==> src/rtl/inl_corr_pkg.sv <==
package inl_corr_pkg;

    localparam int CODE_W   = 14;                  // main DAC code width
    localparam int COEF_W   = 16;                  // signed coefficient width
    localparam int FRAC_W   = 8;                   // coefficient fraction bits (sub-LSB)
    localparam int AUX_W    = 6;                   // auxiliary DAC code width
    localparam int AUX_FRAC = 4;                   // aux DAC step = 2^-AUX_FRAC LSB
    localparam int N_COEF   = 4;                   // cubic: b0..b3
    localparam int SEL_W    = $clog2(N_COEF);
    localparam int ACC_W    = COEF_W + N_COEF - 1; // growth of one bit per stage
    localparam int RND_SH   = FRAC_W - AUX_FRAC;
    localparam int PROD_W   = ACC_W + CODE_W;

    typedef logic signed [COEF_W-1:0] coef_t;
    typedef logic [N_COEF-1:0][COEF_W-1:0] coef_set_t;

    typedef struct packed {
        logic                     valid;
        logic                     bypass;
        logic [CODE_W-1:0]        code;
        logic signed [CODE_W-1:0] xs;
        logic signed [ACC_W-1:0]  acc;
        coef_set_t                coef;
    } smp_t;

    // One Horner step: floor(acc * xs / 2^(CODE_W-1)) + c
    function automatic logic signed [ACC_W-1:0] mac_step(
        input logic signed [ACC_W-1:0]  acc,
        input logic signed [CODE_W-1:0] xs,
        input logic signed [COEF_W-1:0] c
    );
        logic signed [PROD_W-1:0] prod;
        logic signed [PROD_W-1:0] scaled;
        logic signed [ACC_W-1:0]  c_ext;
        prod   = PROD_W'(acc) * PROD_W'(xs);
        scaled = prod >>> (CODE_W - 1);
        c_ext  = {{(ACC_W-COEF_W){c[COEF_W-1]}}, c};
        return scaled[ACC_W-1:0] + c_ext;
    endfunction

endpackage

==> src/rtl/inl_coef_bank.sv <==
module inl_coef_bank
    import inl_corr_pkg::*;
(
    input  logic              clk,
    input  logic              rst_n,
    input  logic              wr_en,
    input  logic [SEL_W-1:0]  wr_sel,
    input  logic [COEF_W-1:0] wr_data,
    input  logic              load,
    output coef_set_t         active
);

    typedef struct packed {
        coef_set_t shadow;
        coef_set_t live;
    } bank_t;

    bank_t bank_d, bank_q;

    always_comb begin
        bank_d = bank_q;
        if (load) begin
            bank_d.live = bank_q.shadow;
        end
        if (wr_en) begin
            bank_d.shadow[wr_sel] = wr_data;
        end
    end

    always_ff @(posedge clk or negedge rst_n) begin
        if (!rst_n) begin
            bank_q <= '0;
        end else begin
            bank_q <= bank_d;
        end
    end

    assign active = bank_q.live;

    // the strobe copies the complete shadow set at once
    a_r7_load_whole_set: assert property (@(posedge clk) disable iff (!rst_n)
        load |=> (bank_q.live == $past(bank_q.shadow)));

    // without a strobe the coefficients in use never move
    a_r6_hold_without_load: assert property (@(posedge clk) disable iff (!rst_n)
        !load |=> $stable(bank_q.live));

endmodule

==> src/rtl/inl_horner_stage.sv <==
module inl_horner_stage
    import inl_corr_pkg::*;
#(
    parameter int TERM = 0
)(
    input  logic clk,
    input  logic rst_n,
    input  smp_t s_in,
    output smp_t s_out
);

    smp_t stg_d, stg_q;

    always_comb begin
        stg_d     = s_in;
        stg_d.acc = mac_step(s_in.acc, s_in.xs, s_in.coef[TERM]);
    end

    always_ff @(posedge clk or negedge rst_n) begin
        if (!rst_n) begin
            stg_q <= '0;
        end else begin
            stg_q <= stg_d;
        end
    end

    assign s_out = stg_q;

    // the coefficient snapshot travels unchanged with its sample
    a_r7_snapshot_kept: assert property (@(posedge clk) disable iff (!rst_n)
        s_in.valid |=> (stg_q.coef == $past(s_in.coef)));

endmodule

==> src/rtl/inl_round_sat.sv <==
module inl_round_sat
    import inl_corr_pkg::*;
(
    input  logic                    clk,
    input  logic                    rst_n,
    input  smp_t                    s_in,
    output logic                    out_valid,
    output logic [CODE_W-1:0]       out_code,
    output logic signed [AUX_W-1:0] out_corr
);

    localparam int AUX_MAX = 2 ** (AUX_W - 1) - 1;
    localparam int AUX_MIN = -(2 ** (AUX_W - 1));
    localparam logic signed [ACC_W-1:0] HALF = ACC_W'(2 ** (RND_SH - 1));
    localparam logic signed [ACC_W-1:0] RMAX = ACC_W'(AUX_MAX);
    localparam logic signed [ACC_W-1:0] RMIN = ACC_W'(AUX_MIN);
    // accumulator bounds beyond which the output must sit on a rail
    localparam logic signed [ACC_W-1:0] CLIP_HI = ACC_W'((AUX_MAX + 1) * (2 ** RND_SH) - 2 ** (RND_SH - 1));
    localparam logic signed [ACC_W-1:0] CLIP_LO = ACC_W'(AUX_MIN * (2 ** RND_SH) - 2 ** (RND_SH - 1));

    typedef struct packed {
        logic                    valid;
        logic [CODE_W-1:0]       code;
        logic signed [AUX_W-1:0] corr;
    } out_t;

    out_t out_d, out_q;
    logic signed [ACC_W-1:0] acc_in;
    logic signed [ACC_W-1:0] rounded;

    always_comb begin
        acc_in  = $signed(s_in.acc);
        rounded = (acc_in + HALF) >>> RND_SH;
        out_d.valid = s_in.valid;
        out_d.code  = s_in.code;
        if (s_in.bypass) begin
            out_d.corr = '0;
        end else if (rounded > RMAX) begin
            out_d.corr = AUX_W'(AUX_MAX);
        end else if (rounded < RMIN) begin
            out_d.corr = AUX_W'(AUX_MIN);
        end else begin
            out_d.corr = rounded[AUX_W-1:0];
        end
    end

    always_ff @(posedge clk or negedge rst_n) begin
        if (!rst_n) begin
            out_q <= '0;
        end else begin
            out_q <= out_d;
        end
    end

    assign out_valid = out_q.valid;
    assign out_code  = out_q.code;
    assign out_corr  = out_q.corr;

    // a bypassed sample leaves with a zero correction
    a_r5_bypass_zero: assert property (@(posedge clk) disable iff (!rst_n)
        (s_in.valid && s_in.bypass) |=> (out_corr == '0));

    // large positive sums pin to the top rail
    a_r3_clip_high: assert property (@(posedge clk) disable iff (!rst_n)
        (s_in.valid && !s_in.bypass && ($signed(s_in.acc) >= CLIP_HI))
        |=> (out_corr == AUX_W'(AUX_MAX)));

    // large negative sums pin to the bottom rail
    a_r3_clip_low: assert property (@(posedge clk) disable iff (!rst_n)
        (s_in.valid && !s_in.bypass && ($signed(s_in.acc) < CLIP_LO))
        |=> (out_corr == AUX_W'(AUX_MIN)));

endmodule

==> src/rtl/inl_corr_gen.sv <==
module inl_corr_gen
    import inl_corr_pkg::*;
(
    input  logic                    clk,
    input  logic                    rst_n,
    input  logic                    in_valid,
    input  logic [CODE_W-1:0]       in_code,
    input  logic                    in_bypass,
    input  logic                    cfg_we,
    input  logic [SEL_W-1:0]        cfg_sel,
    input  logic [COEF_W-1:0]       cfg_data,
    input  logic                    cfg_load,
    output logic                    out_valid,
    output logic [CODE_W-1:0]       out_code,
    output logic signed [AUX_W-1:0] out_corr
);

    localparam int N_STAGE = N_COEF - 1;
    localparam int LAT     = N_STAGE + 1;

    coef_set_t active;
    smp_t      entry;
    smp_t      stage_q [N_STAGE];

    inl_coef_bank u_bank (
        .clk     (clk),
        .rst_n   (rst_n),
        .wr_en   (cfg_we),
        .wr_sel  (cfg_sel),
        .wr_data (cfg_data),
        .load    (cfg_load),
        .active  (active)
    );

    // entry: centre the code on mid-scale and seed Horner with the top term
    always_comb begin
        entry.valid  = in_valid;
        entry.bypass = in_bypass;
        entry.code   = in_code;
        entry.xs     = {~in_code[CODE_W-1], in_code[CODE_W-2:0]};
        entry.acc    = {{(ACC_W-COEF_W){active[N_COEF-1][COEF_W-1]}}, active[N_COEF-1]};
        entry.coef   = active;
    end

    for (genvar g = 0; g < N_STAGE; g++) begin : g_stage
        if (g == 0) begin : g_first
            inl_horner_stage #(.TERM(N_COEF - 2 - g)) u_stage (
                .clk   (clk),
                .rst_n (rst_n),
                .s_in  (entry),
                .s_out (stage_q[g])
            );
        end else begin : g_next
            inl_horner_stage #(.TERM(N_COEF - 2 - g)) u_stage (
                .clk   (clk),
                .rst_n (rst_n),
                .s_in  (stage_q[g-1]),
                .s_out (stage_q[g])
            );
        end
    end

    inl_round_sat u_round (
        .clk       (clk),
        .rst_n     (rst_n),
        .s_in      (stage_q[N_STAGE-1]),
        .out_valid (out_valid),
        .out_code  (out_code),
        .out_corr  (out_corr)
    );

    // fixed latency, main code delay-matched to the correction
    a_r4_latency: assert property (@(posedge clk) disable iff (!rst_n)
        in_valid |-> ##LAT (out_valid && (out_code == $past(in_code, LAT))));

    // an idle input slot stays idle at the output
    a_r4_idle: assert property (@(posedge clk) disable iff (!rst_n)
        !in_valid |-> ##LAT !out_valid);

endmodule

==> config.mk <==
export PLATFORM = sky130hd
export DESIGN_NAME = inl_corr_gen
export DESIGN_NICKNAME = d
export VERILOG_FILES = /design/src/rtl/inl_corr_pkg.sv /design/src/rtl/inl_coef_bank.sv /design/src/rtl/inl_horner_stage.sv /design/src/rtl/inl_round_sat.sv /design/src/rtl/inl_corr_gen.sv
export SDC_FILE = /design/constraint.sdc
export NUM_CORES = 2
export LEC_CHECK = 0
export ABC_AREA = 0
export BUFFER_PORTS_ARGS = -buffer_cell sky130_fd_sc_hd__buf_2
export CAP_MARGIN = 20
export CORE_MARGIN = 2
export CORE_UTILIZATION = 65
export CTS_BUF_LIST = sky130_fd_sc_hd__clkbuf_2
export DETAILED_ROUTE_END_ITERATION = 8
export PLACE_DENSITY = 0.91
export SLEW_MARGIN = 20
export SYNTH_ARGS = -nofsm -noshare
export SYNTH_HDL_FRONTEND = slang
export SYNTH_SLANG_ARGS = --single-unit
==> constraint.sdc <==
create_clock -name clk -period 22.7 [get_ports clk]
set_clock_uncertainty 0.2 [all_clocks]
set_input_delay 6.81 -clock clk [delete_from_list [all_inputs] [get_ports clk]]
set_output_delay 6.81 -clock clk [all_outputs]
set_load 0.02 [all_outputs]
Yosys cells after proc, flatten, opt, wreduce, memory -nomap -nowiden
Cells that the tools add are included.
{"block": "totals", "mem_bits_ro": 0, "in_bits": 38, "register_bits": 330, "out_inout_bits": 21, "latch_bits": 0, "mem_bits_rw": 0, "n_memories": 0}
{"block": "classes", "add_sub_neg": 4, "bitwise_logic": 1, "n_mul": 3, "muxes": 6, "eq_ne": 0, "n_shift": 0, "n_reduce_logical": 1, "order_cmp": 4, "div": 0}
{"operator": "64-bit bitwise mux", "count": 1}
{"operator": "19-bit by 14-bit multiplier with 32-bit output", "count": 2}
{"operator": "19-bit adder", "count": 3}
{"operator": "16-bit demux with 2-bit select", "count": 1}
{"operator": "16-bit by 14-bit multiplier with 30-bit output", "count": 1}
{"operator": "19-bit by 5-bit adder with 19-bit output (second input constant)", "count": 1}
{"operator": "6-bit two-way mux", "count": 3}
{"operator": "16-bit two-way mux", "count": 1}
{"operator": "15-bit by 6-bit greater-than comparator with 1-bit output (second input constant)", "count": 1}
{"operator": "15-bit by 6-bit < comparator with 1-bit output (second input constant)", "count": 1}
{"operator": "2-bit by 3-bit < comparator with 1-bit output (second input constant)", "count": 1}
{"operator": "2-bit by 1-bit greater-or-equal comparator with 1-bit output (second input constant)", "count": 1}
{"operator": "1-bit logical AND", "count": 1}
{"operator": "1-bit inverter", "count": 1}

Longest topological paths before layout
{"block": "logic_depth", "ltp_word": 5, "depth_mapped": 36, "ltp_nobuf": 35}

Hierarchy
Synthesis repeated with hierarchy kept, for this count alone.
{"block": "hier_totals", "cells_unflattened": 4136, "area_unflattened_um2": 44751.7}
{"module": "inl_horner_stage (g_stage[1].g_next.u_stage)", "instances": 1, "cells_each": 1241, "area_each_um2": 12898.6}
{"module": "inl_horner_stage (g_stage[2].g_next.u_stage)", "instances": 1, "cells_each": 1230, "area_each_um2": 12803.5}
{"module": "inl_horner_stage (g_stage[0].g_first.u_stage)", "instances": 1, "cells_each": 1236, "area_each_um2": 12777.3}
{"module": "inl_coef_bank", "instances": 1, "cells_each": 335, "area_each_um2": 5248.8}
{"module": "inl_round_sat", "instances": 1, "cells_each": 93, "area_each_um2": 1019.7}
{"module": "inl_corr_gen", "instances": 1, "cells_each": 1, "area_each_um2": 3.8}

Worst setup path after synthesis
Ideal clock, no wire load.
{"block": "synth_timing", "path_kind": "input -> register", "start": "input in_code[2]", "end": "register g_stage[0].g_first.u_stage.stg_q, in the netlist g_stage[0].g_first.u_stage.s_out[82]", "arrival_ns": 13.724, "slack_ns": 8.694, "setup_time_ns": 0.083, "stages": 34, "cell_sequence": "clkbuf_1 -> and2_1 -> fa_1 -> inv_1 -> fa_1 -> inv_1 -> fa_1 -> inv_1 -> fa_1 -> inv_1 -> fa_1 -> inv_1 -> fa_1 -> inv_1 -> ha_1 -> a21o_1 -> a21o_1 -> a21oi_1 -> o31ai_1 -> a21oi_1 -> xnor2_1 -> ha_1 -> fa_1 -> a21o_1 -> a21oi_1 -> o21bai_1 -> a21oi_1 -> o21bai_1 -> a21oi_1 -> nor2b_1 -> o2111ai_1 -> a311oi_1 -> o21a_1 -> o21ai_0"}
{"element": "start, declared", "line": "inl_corr_gen.sv:7", "source": "input logic [CODE_W-1:0] in_code,"}
{"element": "end signal, assigned", "line": "inl_horner_stage.sv:23", "source": "stg_q <= stg_d;"}
{"element": "end, declared", "line": "inl_horner_stage.sv:12", "source": "smp_t stg_d, stg_q;"}

==> metrics.txt <==
RSZ-0062 raised after global routing=no; Routed Antenna Nets=0; placed insts=4,412; initial antenna violation count=3; critical path launch point type=input pin; setup_tns=0 ns; Area Overhead vs Synth=4.847%; CTS Buf Count=75; Post-CTS Setup Inserts=0; Final Setup Violations=0; metal3 WL=7.129 mm; FMAX=0.07381 GHz; Max-Cap Viols=0; RR Endpoint=g_stage[1].g_next.u_stage.s_out[81]; wire length of the first global-routing pass=147.1 mm; post-CTS sizing=0; Relative slew margins=0.2798; layout cells sized above 1=0.09254; Post-Synth XOR/XNOR Area=0.02795; nets=4,755; WL met2=43.89 mm; post-synthesis register bit count=301; HPWL Detailed=67.87 mm; Final Max Tran Viols=0; vias in the first global route=29,320; Worst path top cell family by delay=adder cells; gpl congestion=0.9035; Yosys cell types=66; Slowest-stage cell, CP=fa_1; FF-to-FF setup slack=13.26 ns; async set-reset flop share out of synthesis=1.000; DP Area=0.03886 mm2; Synth Cell Area=0.03792 mm2; IO Pins=59; YS warnings=0; H-tree lvl count=3; IO buf count=58; Skew-Pair Late Insertion Delay=1.00 ns; prevailing post-synth register cell=dfrtp_1; worst hold path class=reg2reg; Reg2Reg Launch Point=g_stage[0].g_first.u_stage.s_out[99]; Final Hold Vio Count=0; DRC Markers=0; GR Overflow Total=0; outcome=finished, final reports clean; Reg clk slew, reported paths=0.11 ns; First-pass DRT Iterations=6; area fraction in compound gates after synthesis=0.03953; Worst Max-Slew Pin Slew=1.080 ns; via density per instance=5.699; Die ar.=0.06028 mm2; max incr delay on CP=0.54 ns; DRT Wirelength=88.34 mm; hold_buf cts=0; Buf/Inv on CP=7; synthesized-area fraction occupied by adder cells=0.4695; EDFF count, synth=0; crit path DAT=14.26 ns; Hold EP=u_round.out_code[5]; fill count=3,912; 1st-iter DRT viols=1,953; mux contribution to synthesized area=0.03884; hold path depth=0; Max Used Layer=met4; sequential fraction of the synthesis area=0.1986; core area=0.05770 mm2; CP required=23.41 ns; critical hold path startpoint=g_stage[2].g_next.u_stage.s_out[102]; Clock Sinks=301; crit path max fanout=17; CTS max path bufs=3; root buffer cell=clkbuf_2; Die Span Y=245.5 um; CTS tree=yes; fin crit period=13.55 ns; CP Class=in2reg; met1 wire length=32.52 mm; post-route insts no fill=4,548; final critical-path share of the clock period=0.5968; Mapped Avg Cell Area=10.26 um2; fin area=0.03976 mm2; count of mapped cells out of synthesis=3,695; syn_nets=4,725; routed vias=25,920; largest net degree at the start of global routing=207; simple-gate share of the synthesized area=0.1309; Initial Util=0.6572; Die Span X=245.5 um; worst-case reg-to-reg path depth=34; CP Capture Type=register; most used cell along the critical path=fa_1; largest family of logic cells by synthesized area=adder cells; GRT Util Overall=0.3124; WL per Instance=19.42 um; standard-cell rows=88
[cell type report]
class                   count  area [um2]  area share
multi-input cells        2438       26800      0.6742
well taps                 765       957.2     0.02408
clock buffers             101       505.5     0.01271
diodes                      1       2.502  0.00006294
flip-flops and latches    301        7532      0.1895
repair buffers             76       467.9     0.01177
inverters                 833        3127     0.07865
clock inverters            33       361.6    0.009095
[synthesized netlist by cell type (3+ instances only)]
cell type  number  area share
fa_1          718        0.38
a21o_1         28      0.0055
dfrtp_1       301        0.20
nand3b_1        3     0.00059
o21ai_0        24      0.0032
nor2_1         90      0.0089
xnor2_1        94       0.022
or3_1           5     0.00082
o31ai_1         5     0.00099
a31o_2          3     0.00069
o21bai_1       16      0.0032
o21a_1         17      0.0034
a311oi_1        3     0.00069
nor2b_1        36      0.0059
mux2_2        129       0.038
a21oi_1        70      0.0092
and3_1          9      0.0015
nand3_1        23      0.0030
nand2b_1       18      0.0030
ha_1          274       0.090
nand4_1        10      0.0016
nand2_1       348       0.034
clkbuf_1      121       0.012
a41o_1          3     0.00079
inv_1         833       0.082
nor4_1          4     0.00066
a31oi_1         6     0.00099
a211oi_1        8      0.0016
o31a_1          4     0.00092
xor2_1         27      0.0062
o211ai_1        6      0.0012
and2_1        384       0.063
or2_2          13      0.0021
nor3_1         23      0.0030
[layout by cell type (no fill, tap or decap), drive strengths merged, types with 27 or more instances in the layout]
master	instances
inv	834
fa	718
and2	385
nand2	348
dfrtp	301
ha	274
mux2	129
clkbuf	101
xnor2	94
nor2	90
buf	76
a21oi	70
nor2b	36
a21o	28
xor2	27
[layer usage]
layer	vias to the layer above	global-route usage
li1	11140	-
met1	13170	0.3903
met2	1279	0.5259
met3	330	0.04944
met4	0	0.1674
met5	-	0
[state kept, by name, summed over array words and instances, names as in the netlist]
signal and flops:
g_stage.g_next.u_stage.s_out 84, g_stage.g_first.u_stage.s_out 68, u_bank.active 64, u_bank.bank_q 64, u_round.out_code 14, u_round.out_corr 6, u_round.out_valid 1
[stage by stage]
step                utilization  hold WS (ns)  setup WS, ns
floorplan                     -        0.1312         8.694
detailed placement       0.6735        0.1347         8.149
global placement         0.6735        0.1316         8.264
finish                   0.6891        0.1456         9.153
CTS                      0.6885        0.1463         9.230
global route             0.6891        0.1600         8.658
[kinds of logic (layout without fill, tap and decap cells)]
family                   count (synthesis)  count (layout)
multiplexers                           131             131
other                                    0               1
AO/OA/AOI/OAI                          220             220
XOR/XNOR                               121             121
adder cells (fa/ha/maj)                992             992
flip-flops                             301             301
buffers and inverters                  956            1043
AND/OR/NAND/NOR                        974             974
[worst max path at each step]
stage	start	end	depth (start not counted)
6_report	in_code[2]	g_stage[0].g_first.u_stage.s_out[82]	34
3_5_place_dp	in_code[2]	g_stage[0].g_first.u_stage.s_out[82]	34
2_1_floorplan	in_code[2]	g_stage[0].g_first.u_stage.s_out[82]	34
5_1_grt	in_code[2]	g_stage[0].g_first.u_stage.s_out[80]	32
4_1_cts	in_code[2]	g_stage[0].g_first.u_stage.s_out[82]	34
3_3_place_gp	in_code[2]	g_stage[0].g_first.u_stage.s_out[82]	34
Power is left out: the tool's default activity adds up to more than one toggle a clock period on the data nets, which glitch-free logic cannot reach.
